$ cat src/rtl/sector_pkg.sv
package sector_pkg;
  typedef enum logic [1:0] {
    SRC_DATA = 2'd0,
    SRC_CKS  = 2'd1,
    SRC_FILL = 2'd2,
    SRC_NONE = 2'd3
  } src_e;

  function automatic logic [7:0] cks_step(input logic [7:0] c, input logic [7:0] b);
    logic [7:0] x;
    x = c ^ b;
    return {x[6:0], x[7]};
  endfunction
endpackage

$ cat src/rtl/sector_ram.sv
module sector_ram #(
  parameter int DEPTH = 512,
  parameter int AW    = $clog2(DEPTH)
) (
  input  logic          clk_i,
  input  logic          en_i,
  input  logic          we_i,
  input  logic [AW-1:0] addr_i,
  input  logic [7:0]    wdata_i,
  output logic [7:0]    rdata_o
);
  logic [7:0] mem [DEPTH];
  logic [7:0] q;

  always_ff @(posedge clk_i) begin
    if (en_i) begin
      if (we_i) mem[addr_i] <= wdata_i;
      else      q <= mem[addr_i];
    end
  end

  assign rdata_o = q;
endmodule

$ cat src/rtl/sector_cksum.sv
module sector_cksum (
  input  logic       clk_i,
  input  logic       rst_ni,
  input  logic       clear_i,
  input  logic       upd_i,
  input  logic [7:0] byte_i,
  output logic [7:0] cks_o
);
  import sector_pkg::*;
  logic [7:0] cks_q;

  always_ff @(posedge clk_i or negedge rst_ni) begin
    if (!rst_ni)      cks_q <= '0;
    else if (clear_i) cks_q <= '0;
    else if (upd_i)   cks_q <= cks_step(cks_q, byte_i);
  end

  assign cks_o = cks_q;
endmodule

$ cat src/rtl/sector_ctl.sv
module sector_ctl
  import sector_pkg::*;
#(
  parameter int DATA_BYTES = 512,
  parameter int LEAD_ZEROS = 32,
  parameter int SYNC_BYTES = 2,
  parameter int AW         = $clog2(DATA_BYTES),
  parameter int RAW_LEN    = LEAD_ZEROS + SYNC_BYTES + DATA_BYTES + 1,
  parameter int CNT_W      = $clog2(RAW_LEN + 1)
) (
  input  logic             clk_i,
  input  logic             rst_ni,
  input  logic             acc_valid_i,
  input  logic             acc_write_i,
  input  logic [7:0]       acc_addr_i,
  input  logic             drive_present_i,
  input  logic             clr_i,
  input  logic             tp_en_i,
  output logic             ack_o,
  output logic             done_o,
  output src_e             src_o,
  output logic [CNT_W-1:0] cnt_o,
  output logic             ram_en_o,
  output logic             ram_we_o,
  output logic [AW-1:0]    ram_addr_o,
  output logic [7:0]       ram_wdata_o,
  output logic             cks_clear_o
);
  localparam logic [CNT_W-1:0] CNT_MAX = '1;
  localparam logic [CNT_W-1:0] DATA_C  = CNT_W'(DATA_BYTES);
  localparam logic [CNT_W-1:0] OFS_C   = CNT_W'(LEAD_ZEROS + SYNC_BYTES);
  localparam logic [CNT_W-1:0] END_C   = CNT_W'(LEAD_ZEROS + SYNC_BYTES + DATA_BYTES);
  localparam logic [CNT_W-1:0] LAST_C  = CNT_W'(RAW_LEN - 1);

  logic ack_q, done_q;
  src_e src_q;
  logic [CNT_W-1:0] cnt_q, cnt_inc;
  logic accept, is_zero, rd_acc, rd_fill, rd_data, wr_acc, wr_store;

  assign accept   = acc_valid_i & ~ack_q & ~tp_en_i;
  assign cnt_inc  = (cnt_q == CNT_MAX) ? cnt_q : cnt_q + 1'b1;
  assign is_zero  = (cnt_q == '0);
  assign rd_acc   = accept & ~acc_write_i;
  assign wr_acc   = accept & acc_write_i;
  assign rd_fill  = rd_acc & is_zero & ~drive_present_i;
  assign rd_data  = rd_acc & ~rd_fill & (cnt_q < DATA_C);
  // raw index is the incremented count
  assign wr_store = wr_acc & (cnt_inc >= OFS_C) & (cnt_inc < END_C);

  assign ram_en_o    = rd_data | wr_store;
  assign ram_we_o    = wr_store;
  assign ram_addr_o  = wr_store ? AW'(cnt_inc - OFS_C) : cnt_q[AW-1:0];
  assign ram_wdata_o = acc_addr_i;
  assign cks_clear_o = rd_acc & is_zero & drive_present_i;

  always_ff @(posedge clk_i or negedge rst_ni) begin
    if (!rst_ni) begin
      ack_q  <= 1'b0;
      done_q <= 1'b0;
      src_q  <= SRC_NONE;
      cnt_q  <= '0;
    end else begin
      ack_q  <= accept;
      done_q <= wr_acc & (cnt_inc == LAST_C) & (cnt_q != LAST_C);
      if (accept) begin
        if (acc_write_i)  src_q <= SRC_NONE;
        else if (rd_fill) src_q <= SRC_FILL;
        else if (rd_data) src_q <= SRC_DATA;
        else              src_q <= SRC_CKS;
      end
      if (clr_i)                  cnt_q <= '0;
      else if (accept & ~rd_fill) cnt_q <= cnt_inc;
    end
  end

  assign ack_o  = ack_q;
  assign done_o = done_q;
  assign src_o  = src_q;
  assign cnt_o  = cnt_q;
endmodule

$ cat src/rtl/sector_streamer.sv
module sector_streamer
  import sector_pkg::*;
#(
  parameter int         DATA_BYTES = 512,
  parameter int         LEAD_ZEROS = 32,
  parameter int         SYNC_BYTES = 2,
  parameter logic [7:0] FILL_BYTE  = 8'hE5,
  parameter int         AW         = $clog2(DATA_BYTES)
) (
  input  logic          clk_i,
  input  logic          rst_ni,
  input  logic          acc_valid_i,
  input  logic          acc_write_i,
  input  logic [7:0]    acc_addr_i,
  input  logic          drive_present_i,
  input  logic          clr_i,
  output logic          acc_ack_o,
  output logic [7:0]    acc_rdata_o,
  output logic          wr_done_o,
  input  logic          tp_en_i,
  input  logic          tp_we_i,
  input  logic [AW-1:0] tp_addr_i,
  input  logic [7:0]    tp_wdata_i,
  output logic [7:0]    tp_rdata_o
);
  localparam int RAW_LEN = LEAD_ZEROS + SYNC_BYTES + DATA_BYTES + 1;
  localparam int CNT_W   = $clog2(RAW_LEN + 1);

  src_e             src;
  logic [CNT_W-1:0] cnt;
  logic             c_en, c_we, cks_clear;
  logic [AW-1:0]    c_addr;
  logic [7:0]       c_wdata, ram_q, cks;

  sector_ctl #(
    .DATA_BYTES(DATA_BYTES), .LEAD_ZEROS(LEAD_ZEROS), .SYNC_BYTES(SYNC_BYTES), .AW(AW)
  ) u_ctl (
    .clk_i(clk_i), .rst_ni(rst_ni),
    .acc_valid_i(acc_valid_i), .acc_write_i(acc_write_i), .acc_addr_i(acc_addr_i),
    .drive_present_i(drive_present_i), .clr_i(clr_i), .tp_en_i(tp_en_i),
    .ack_o(acc_ack_o), .done_o(wr_done_o), .src_o(src), .cnt_o(cnt),
    .ram_en_o(c_en), .ram_we_o(c_we), .ram_addr_o(c_addr), .ram_wdata_o(c_wdata),
    .cks_clear_o(cks_clear)
  );

  // test port owns the buffer while enabled; ctl never accepts then
  sector_ram #(.DEPTH(DATA_BYTES), .AW(AW)) u_ram (
    .clk_i(clk_i),
    .en_i(tp_en_i | c_en),
    .we_i(tp_en_i ? tp_we_i : c_we),
    .addr_i(tp_en_i ? tp_addr_i : c_addr),
    .wdata_i(tp_en_i ? tp_wdata_i : c_wdata),
    .rdata_o(ram_q)
  );

  sector_cksum u_cks (
    .clk_i(clk_i), .rst_ni(rst_ni),
    .clear_i(cks_clear),
    .upd_i(acc_ack_o & (src == SRC_DATA)),
    .byte_i(ram_q),
    .cks_o(cks)
  );

  always_comb begin
    unique case (src)
      SRC_DATA: acc_rdata_o = ram_q;
      SRC_CKS:  acc_rdata_o = cks;
      SRC_FILL: acc_rdata_o = FILL_BYTE;
      default:  acc_rdata_o = 8'h00;
    endcase
  end

  assign tp_rdata_o = ram_q;
endmodule

$ cat config.mk
export PLATFORM = sky130hd
export DESIGN_NAME = sector_streamer
export DESIGN_NICKNAME = d
export VERILOG_FILES = /design/src/rtl/sector_pkg.sv /design/src/rtl/sector_ram.sv /design/src/rtl/sector_cksum.sv /design/src/rtl/sector_ctl.sv /design/src/rtl/sector_streamer.sv
export SDC_FILE = /design/constraint.sdc
export NUM_CORES = 2
export LEC_CHECK = 0
export BUFFER_PORTS_ARGS = -buffer_cell sky130_fd_sc_hd__buf_4
export CAP_MARGIN = 5
export CELL_PAD_IN_SITES_DETAIL_PLACEMENT = 1
export CELL_PAD_IN_SITES_GLOBAL_PLACEMENT = 1
export CORE_MARGIN = 5
export CORE_UTILIZATION = 23
export DETAILED_ROUTE_END_ITERATION = 7
export GPL_ROUTABILITY_DRIVEN = 1
export MAX_ROUTING_LAYER = met4
export PLACE_DENSITY = 0.36
export SLEW_MARGIN = 25
export SYNTH_ARGS = -nofsm -noshare
export SYNTH_HDL_FRONTEND = slang
export SYNTH_HIERARCHICAL = 1
export SYNTH_SLANG_ARGS = --single-unit
$ cat constraint.sdc
create_clock -name clk_i -period 7.65 [get_ports clk_i]
set_clock_uncertainty 0.2 [all_clocks]
set_input_delay 1.1475 -clock clk_i [delete_from_list [all_inputs] [get_ports clk_i]]
set_output_delay 1.1475 -clock clk_i [all_outputs]
set_load 0.01 [all_outputs]
# Yosys cells after proc, flatten, opt, wreduce, memory -nomap -nowiden
# Memory sizes are Yosys's and may differ from the RTL's. A register that Yosys moved wholly into a read port is not among the register bits.
# Cells that the tools add are included.
[classes]
n_mux = 16
n_reduce_logical = 5
addsub = 2
n_eq_ne = 5
n_lt_le_gt_ge = 3
n_bitwise = 24
[op_table]
columns = ["cell", "count"]
rows = [
  ["10-bit two-way mux", 3],
  ["8-bit two-way mux", 3],
  ["8-bit case mux with 3 select lines", 1],
  ["10-bit == test, second input constant", 2],
  ["10-bit less-than comparator, second input constant", 2],
  ["9-bit two-way mux", 2],
  ["1-bit AND", 15],
  ["10-bit by 1-bit adder with 10-bit output, second input constant", 1],
  ["10-bit by 6-bit >= comparator with 1-bit output, second input constant", 1],
  ["10-bit logical NOT", 1],
  ["10-bit != test, second input constant", 1],
  ["9-bit by 6-bit subtractor with 9-bit output, second input constant", 1],
  ["8-bit bitwise XOR", 1],
  ["1-bit NOT", 6],
  ["1-bit two-way mux", 5],
  ["2-bit two-way mux", 2],
  ["2-bit nonzero test", 2],
  ["2-bit by 1-bit == test with 1-bit output, second input constant", 1],
  ["2-bit == test, second input constant", 1],
  ["2-bit logical NOT", 1],
  ["1-bit bitwise OR", 2],
  ["2-bit AND reduction", 1],
]
[totals]
in_bits = 33
regBits = 22
out_inout_bits = 18
ram_bits = 4096
wordCells = 61
memories = 1
[memory_table]
columns = ["memory", "words", "word_bits", "read_ports", "rd_clocked_by_memory_dff", "wr", "line", "source"]
rows = [
  ["u_ram.mem", 512, 8, 1, 1, 1, "sector_ram.sv:12", "logic [7:0] mem [DEPTH];"],
]

# Longest topological paths before layout
[depth]
ltp_word = 13
mapped_depth = 24

# Hierarchy
# Netlist, hierarchy kept.
[modules_own_cells]
columns = ["mod", "n_inst", "area_per_inst_um2", "cells_per_inst"]
rows = [
  ["sector_ram", 1, 159231.5, 7539],
  ["sector_ctl", 1, 1405.1, 171],
  ["sector_cksum", 1, 410.4, 35],
  ["sector_streamer", 1, 405.4, 41],
]

# Least setup slack after synthesis
# Ideal clock, no wire load.
[synth_timing]
path_kind = "in2reg"
startpoint = "in tp_en_i"
endpoint = "mem u_ram.mem[0][7], data pin"
stages = 2
t_arrival_ns = 4.840
path_buffers = 1
setup_time_ns = 0.912
slack_ns = 1.697
path_cell_list = "buf_6 mux2_2"
[synth_via]
elab_chain_len = 1
[synth_lines]
columns = ["item", "line", "source"]
rows = [
  ["start, declared", "sector_streamer.sv:20", "input logic tp_en_i,"],
  ["8-bit two-way mux", "sector_streamer.sv:52", ".wdata_i(tp_en_i ? tp_wdata_i : c_wdata),"],
  ["end, declared", "sector_ram.sv:12", ""],
]
# No other way between the ends.

# Worst setup path in the final report
[layout_timing]
startpoint = "reg u_ctl.cnt_q[1] (netlist: u_ctl/cnt_o[1])"
endpoint = "reg u_ram.q[2] (netlist: u_ram/rdata_o[2]) (read register of u_ram.mem), data pin"
[layout_via]
elab_cells_between_ends = 22
cone_classes = "2 x add/sub; 3 x order compare; 1 x eq/ne; 4 x mux; 10 x bitwise; 2 x reduce/logical"
[layout_lines]
columns = ["item", "line", "source"]
rows = [
  ["start, declared", "sector_ctl.sv:37", "logic [CNT_W-1:0] cnt_q, cnt_inc;"],
  ["start signal, assigned", "sector_ctl.sv:72", "else if (accept & ~rd_fill) cnt_q <= cnt_inc;"],
  ["10-bit by 1-bit adder with 10-bit output or 10-bit == test (tied branches)", "sector_ctl.sv:41", "assign cnt_inc = (cnt_q == CNT_MAX) ? cnt_q : cnt_q + 1'b1;"],
  ["10-bit two-way mux *", "sector_ctl.sv:41", ""],
  ["10-bit by 6-bit >= comparator with 1-bit output", "sector_ctl.sv:48", "assign wr_store = wr_acc & (cnt_inc >= OFS_C) & (cnt_inc < END_C);"],
  ["1-bit AND", "sector_ctl.sv:48", ""],
  ["1-bit AND *", "sector_ctl.sv:48", ""],
  ["via c_we", "sector_streamer.sv:31", "logic c_en, c_we, cks_clear;"],
  ["9-bit two-way mux *", "sector_ctl.sv:52", "assign ram_addr_o = wr_store ? AW'(cnt_inc - OFS_C) : cnt_q[AW-1:0];"],
  ["via c_addr[1]", "sector_streamer.sv:32", "logic [AW-1:0] c_addr;"],
  ["9-bit two-way mux *", "sector_streamer.sv:51", ".addr_i(tp_en_i ? tp_addr_i : c_addr),"],
  ["end, declared", "sector_ram.sv:13", "logic [7:0] q;"],
]
# Mark *: on every way through the listed nets, which the timed path passes. The rest lies on a longest branch.
# A chain may end at the register's enable or synchronous reset.

==> out/qor.txt <==
WP data arrival: 8140 ps
P_leak: 59.2 nW
Global-route wire length before repair: 796000 um
Bufs on Longest Clock Path: 4
CP max FO: 27
Final hold violation count: 0
Number of library cell types mapped by synthesis: 91
Post-synth top flop: edfxtp_1
Worst-path cell chain: ha_1 -> and3_1 -> nand3_2 -> nand3_1 -> a211oi_2 -> mux2i_1 -> buf_4 -> nand2_1 -> o21ai_4 -> mux2_8 -> buf_4 -> buf_4 -> buf_12 -> buf_12 -> buf_4 -> mux4_2 -> mux2i_1 -> o22ai_1 -> nor4_1 -> and4_1 -> buf_12 -> nand4_1
Layout Nets: 8427
Design area: 192000 um2
TritonCTS Buffers: 477
Delay-heaviest family, CP: simple AND/OR/NAND/NOR gates
Post-synth EDFFs: 4104
Crit path required time: 8230 ps
Die Width: 848 um
Worst VDD drop: 189 uV
Worst Setup Path Type: reg2reg
Pwr dens: 269 nW/um2
Startpoint Class: flip-flop
Reg2reg setup slack: 90 ps
GRT Total Usage: 0.164
CP startpoint: u_ctl/cnt_o[1]$_DFFE_PN0P_
Post-Synthesis Cell Area: 161000 um2
H-tree Lvls: 5
Post-DP HPWL: 384000 um
Critical Path Sink: u_ram/rdata_o[2]$_DFFE_PP_
Die H: 848 um
Crit path top cell by count: buf_4
CTS tree: built
Final setup viols: 0
Number of vias per cell: 4.55
DRC Markers: 0
Reg2Reg Depth: 22
Dpl cell area: 177000 um2
Pin count of the biggest net entering global routing: 188
Synth Warn #: 6
Overall power: 0.0518 W
DR pass1 iterations: 8
Crit path depth: 22
WP buf/inv: 7
Relative slew slack: 0.219
Share of layout cells above drive strength 1: 0.269
Initial Util: 0.231
Post-Syn Nets: 7824
Row count: 307
Vias in the first global route: 87182
Vias: 82151
Capturing point of the worst reg2reg path: u_ram/rdata_o[2]$_DFFE_PP_
Origin of the critical flop-to-flop path: u_ctl/cnt_o[1]$_DFFE_PN0P_
Placer Congestion: 0.787
Antenna violations before repair: 53
Max-cap viol count: 0
Fmax achieved: 132 MHz
Final-report max-slew violation count: 0
Hold crit path type: in2reg
Final core occ: 0.275
# port buffers: 50
Die area: 719000 um2
Worst Hold Slack: 157 ps
Root Driver: clkbuf_16
Avg Inst Size Synth: 20.7 um2
Slowest cell on crit path: nor4_1
Number of synthesized register bits: 4126
FFs w/ async S/R, synth: 0.00533
DRT iter0 DRCs: 6790
Clk_lat worst skew: 1050 ps
Routed WL per cell: 32.8 um
GRT overflow: 0
Period utilization: 0.988
Clock-pin slew on the worst setup and hold paths: 60 ps
Core Region: 699000 um2
Minimum clock period: 7560 ps
Outcome: complete, no violations
I/O pin count: 51
Slew of the pin with the lowest slew margin: 1140 ps
CP max stage delay: 780 ps
Register area share after synthesis: 0.767
Crit end category: flip-flop
P&R area growth vs syn: 19.2%
Clk sinks: 4126
Syn Inst Count: 7786
Drt total wl: 593000 um
Post-route ant nets: 0
==> cells in the mapped netlist (5+ instances only) <==
library cell,number,area share
a22o_1,19,0.0010
nor2b_1,14,0.00054
a32oi_1,13,0.00071
nor3b_1,8,0.00037
a221oi_1,8,0.00043
mux2_2,48,0.0033
buf_4,62,0.0029
mux2i_1,475,0.029
nand3_1,76,0.0024
dfrtp_1,20,0.0031
mux2_4,9,0.00084
o21ai_0,96,0.0030
nand2_1,160,0.0037
o211ai_1,21,0.00098
and2_1,8,0.00031
nor4_1,23,0.00089
o2bb2ai_1,5,0.00027
buf_1,52,0.0012
ha_1,5,0.00039
mux4_2,896,0.12
and4_1,5,0.00027
a31oi_1,15,0.00058
a22oi_1,88,0.0041
a211o_1,7,0.00038
o22ai_1,175,0.0068
nand4_1,61,0.0024
buf_2,184,0.0057
nor2_1,613,0.014
edfxtp_1,4104,0.76
or4_1,9,0.00042
clkbuf_1,145,0.0034
a2111oi_0,9,0.00049
buf_6,35,0.0024
nand2b_1,12,0.00046
o31ai_1,9,0.00042
and3b_1,5,0.00027
xnor2_1,16,0.00087
a41o_1,8,0.00050
a211oi_1,31,0.0014
inv_1,20,0.00046
a21oi_1,85,0.0026
buf_12,5,0.00062
and3_1,18,0.00070
nor3_1,19,0.00059
==> metrics by stage <==
| step | TNS, ps | setup WS [ps] | cells |
|---|---|---|---|
| after floorplan | 0 | 1700 | 7786 |
| after global placement | -3510 | -1470 | 17150 |
| after detailed placement | -1250 | -438 | 17154 |
| after CTS | 0 | 39.8 | 18035 |
| after global routing | -50.0 | -50.0 | 18063 |
| final | 0 | 93.7 | 18071 |
==> flip-flops by register name, indices dropped and copies added, names as in the netlist <==
signal,flops
u_cks/cks_o,8
u_ctl/ack_o,1
u_ctl/cnt_o,10
u_ctl/done_o,1
u_ctl/src_o,2
u_ram/mem,4096
u_ram/rdata_o,8
==> routing by layer <==
metal | vias to the layer above | track usage | part of all wire
met5 | - | - | 0
met4 | 0 | 0.0264 | 0.017
met3 | 587 | 0.0172 | 0.039
met2 | 1863 | 0.269 | 0.48
met1 | 46058 | 0.226 | 0.46
li1 | 33643 | - | -
==> how the worst min path moves through the flow <==
stage	start	end	slack, ps	cells after the start
2_1_floorplan	u_ctl/src_o[0]$_DFFE_PN1P_	u_ctl/src_o[0]$_DFFE_PN1P_	280	2
5_1_grt	tp_en_i	u_ctl/ack_o$_DFF_PN0_	110	2
3_5_place_dp	u_ctl/ack_o$_DFF_PN0_	u_ctl/ack_o$_DFF_PN0_	350	1
4_1_cts	tp_en_i	u_ctl/ack_o$_DFF_PN0_	60	2
6_report	tp_en_i	u_ctl/ack_o$_DFF_PN0_	160	2
3_3_place_gp	u_ctl/ack_o$_DFF_PN0_	u_ctl/ack_o$_DFF_PN0_	360	1
==> cell families (layout without fill, tap and decap cells) <==
group | count (synthesis) | after routing | share of synthesized area
xor+xnor | 20 | 20 | 0.00108
fa+ha+maj | 5 | 5 | 0.000387
mux | 1433 | 1436 | 0.159
buf+inv | 505 | 1506 | 0.0168
flops | 4126 | 4126 | 0.767
simple gates | 1070 | 1070 | 0.0297
other cells | 0 | 11 | 0
compound gates | 627 | 627 | 0.0260
==> placed cells by master, fill, tap and decap left out, drive strengths merged, types with 13 or more instances in the layout <==
cell,Yosys,layout
buf,338,603
nand3,78,78
clkinv,0,231
mux2,57,60
clkinvlp,0,13
xnor2,16,16
and3,19,19
mux4,900,900
a22o,20,20
a211oi,34,34
a31oi,15,15
o21ai,97,97
nor4,23,23
a22oi,88,88
bufinv,0,50
edfxtp,4104,4104
dfrtp,20,20
o211ai,21,21
nand4,62,62
nor3,19,19
o22ai,175,175
a32oi,13,13
inv,22,31
a21oi,86,86
nor2b,14,14
nor2,615,615
nand2,160,160
clkbuf,145,577
mux2i,476,476
==> where the power goes <==
| part | leakage [nW] | internal (W) | total (W) | switching (W) |
|---|---|---|---|---|
| clock network | 7.51 | 0.0132 | 0.0227 | 0.00954 |
| registers | 37.2 | 0.0251 | 0.0252 | 0.0000717 |
| logic | 14.6 | 0.00136 | 0.00386 | 0.00250 |
==> repair_timing <==
action                                 4_1_cts  5_1_grt
pin swaps                                    0        2
buffers inserted                             0       19
gates cloned                                 0        3
setup endpoints to repair                    3        4
endpoints found under the hold margin       20        0
gates resized for setup                      5       17
hold buffers                                 1        0
==> cell type report <==
| class | count | area, um2 |
|---|---|---|
| well taps | 9270 | 11600 |
| clock buffers | 577 | 12400 |
| multi-input cells | 3158 | 35700 |
| clock inverters | 303 | 3020 |
| inverters | 22 | 103 |
| fillers | 71154 | 507000 |
| repair buffers | 604 | 5780 |
| flip-flops and latches | 4126 | 124000 |
| diodes | 11 | 27.5 |
No activity file was read; power rests on OpenSTA's default activity.
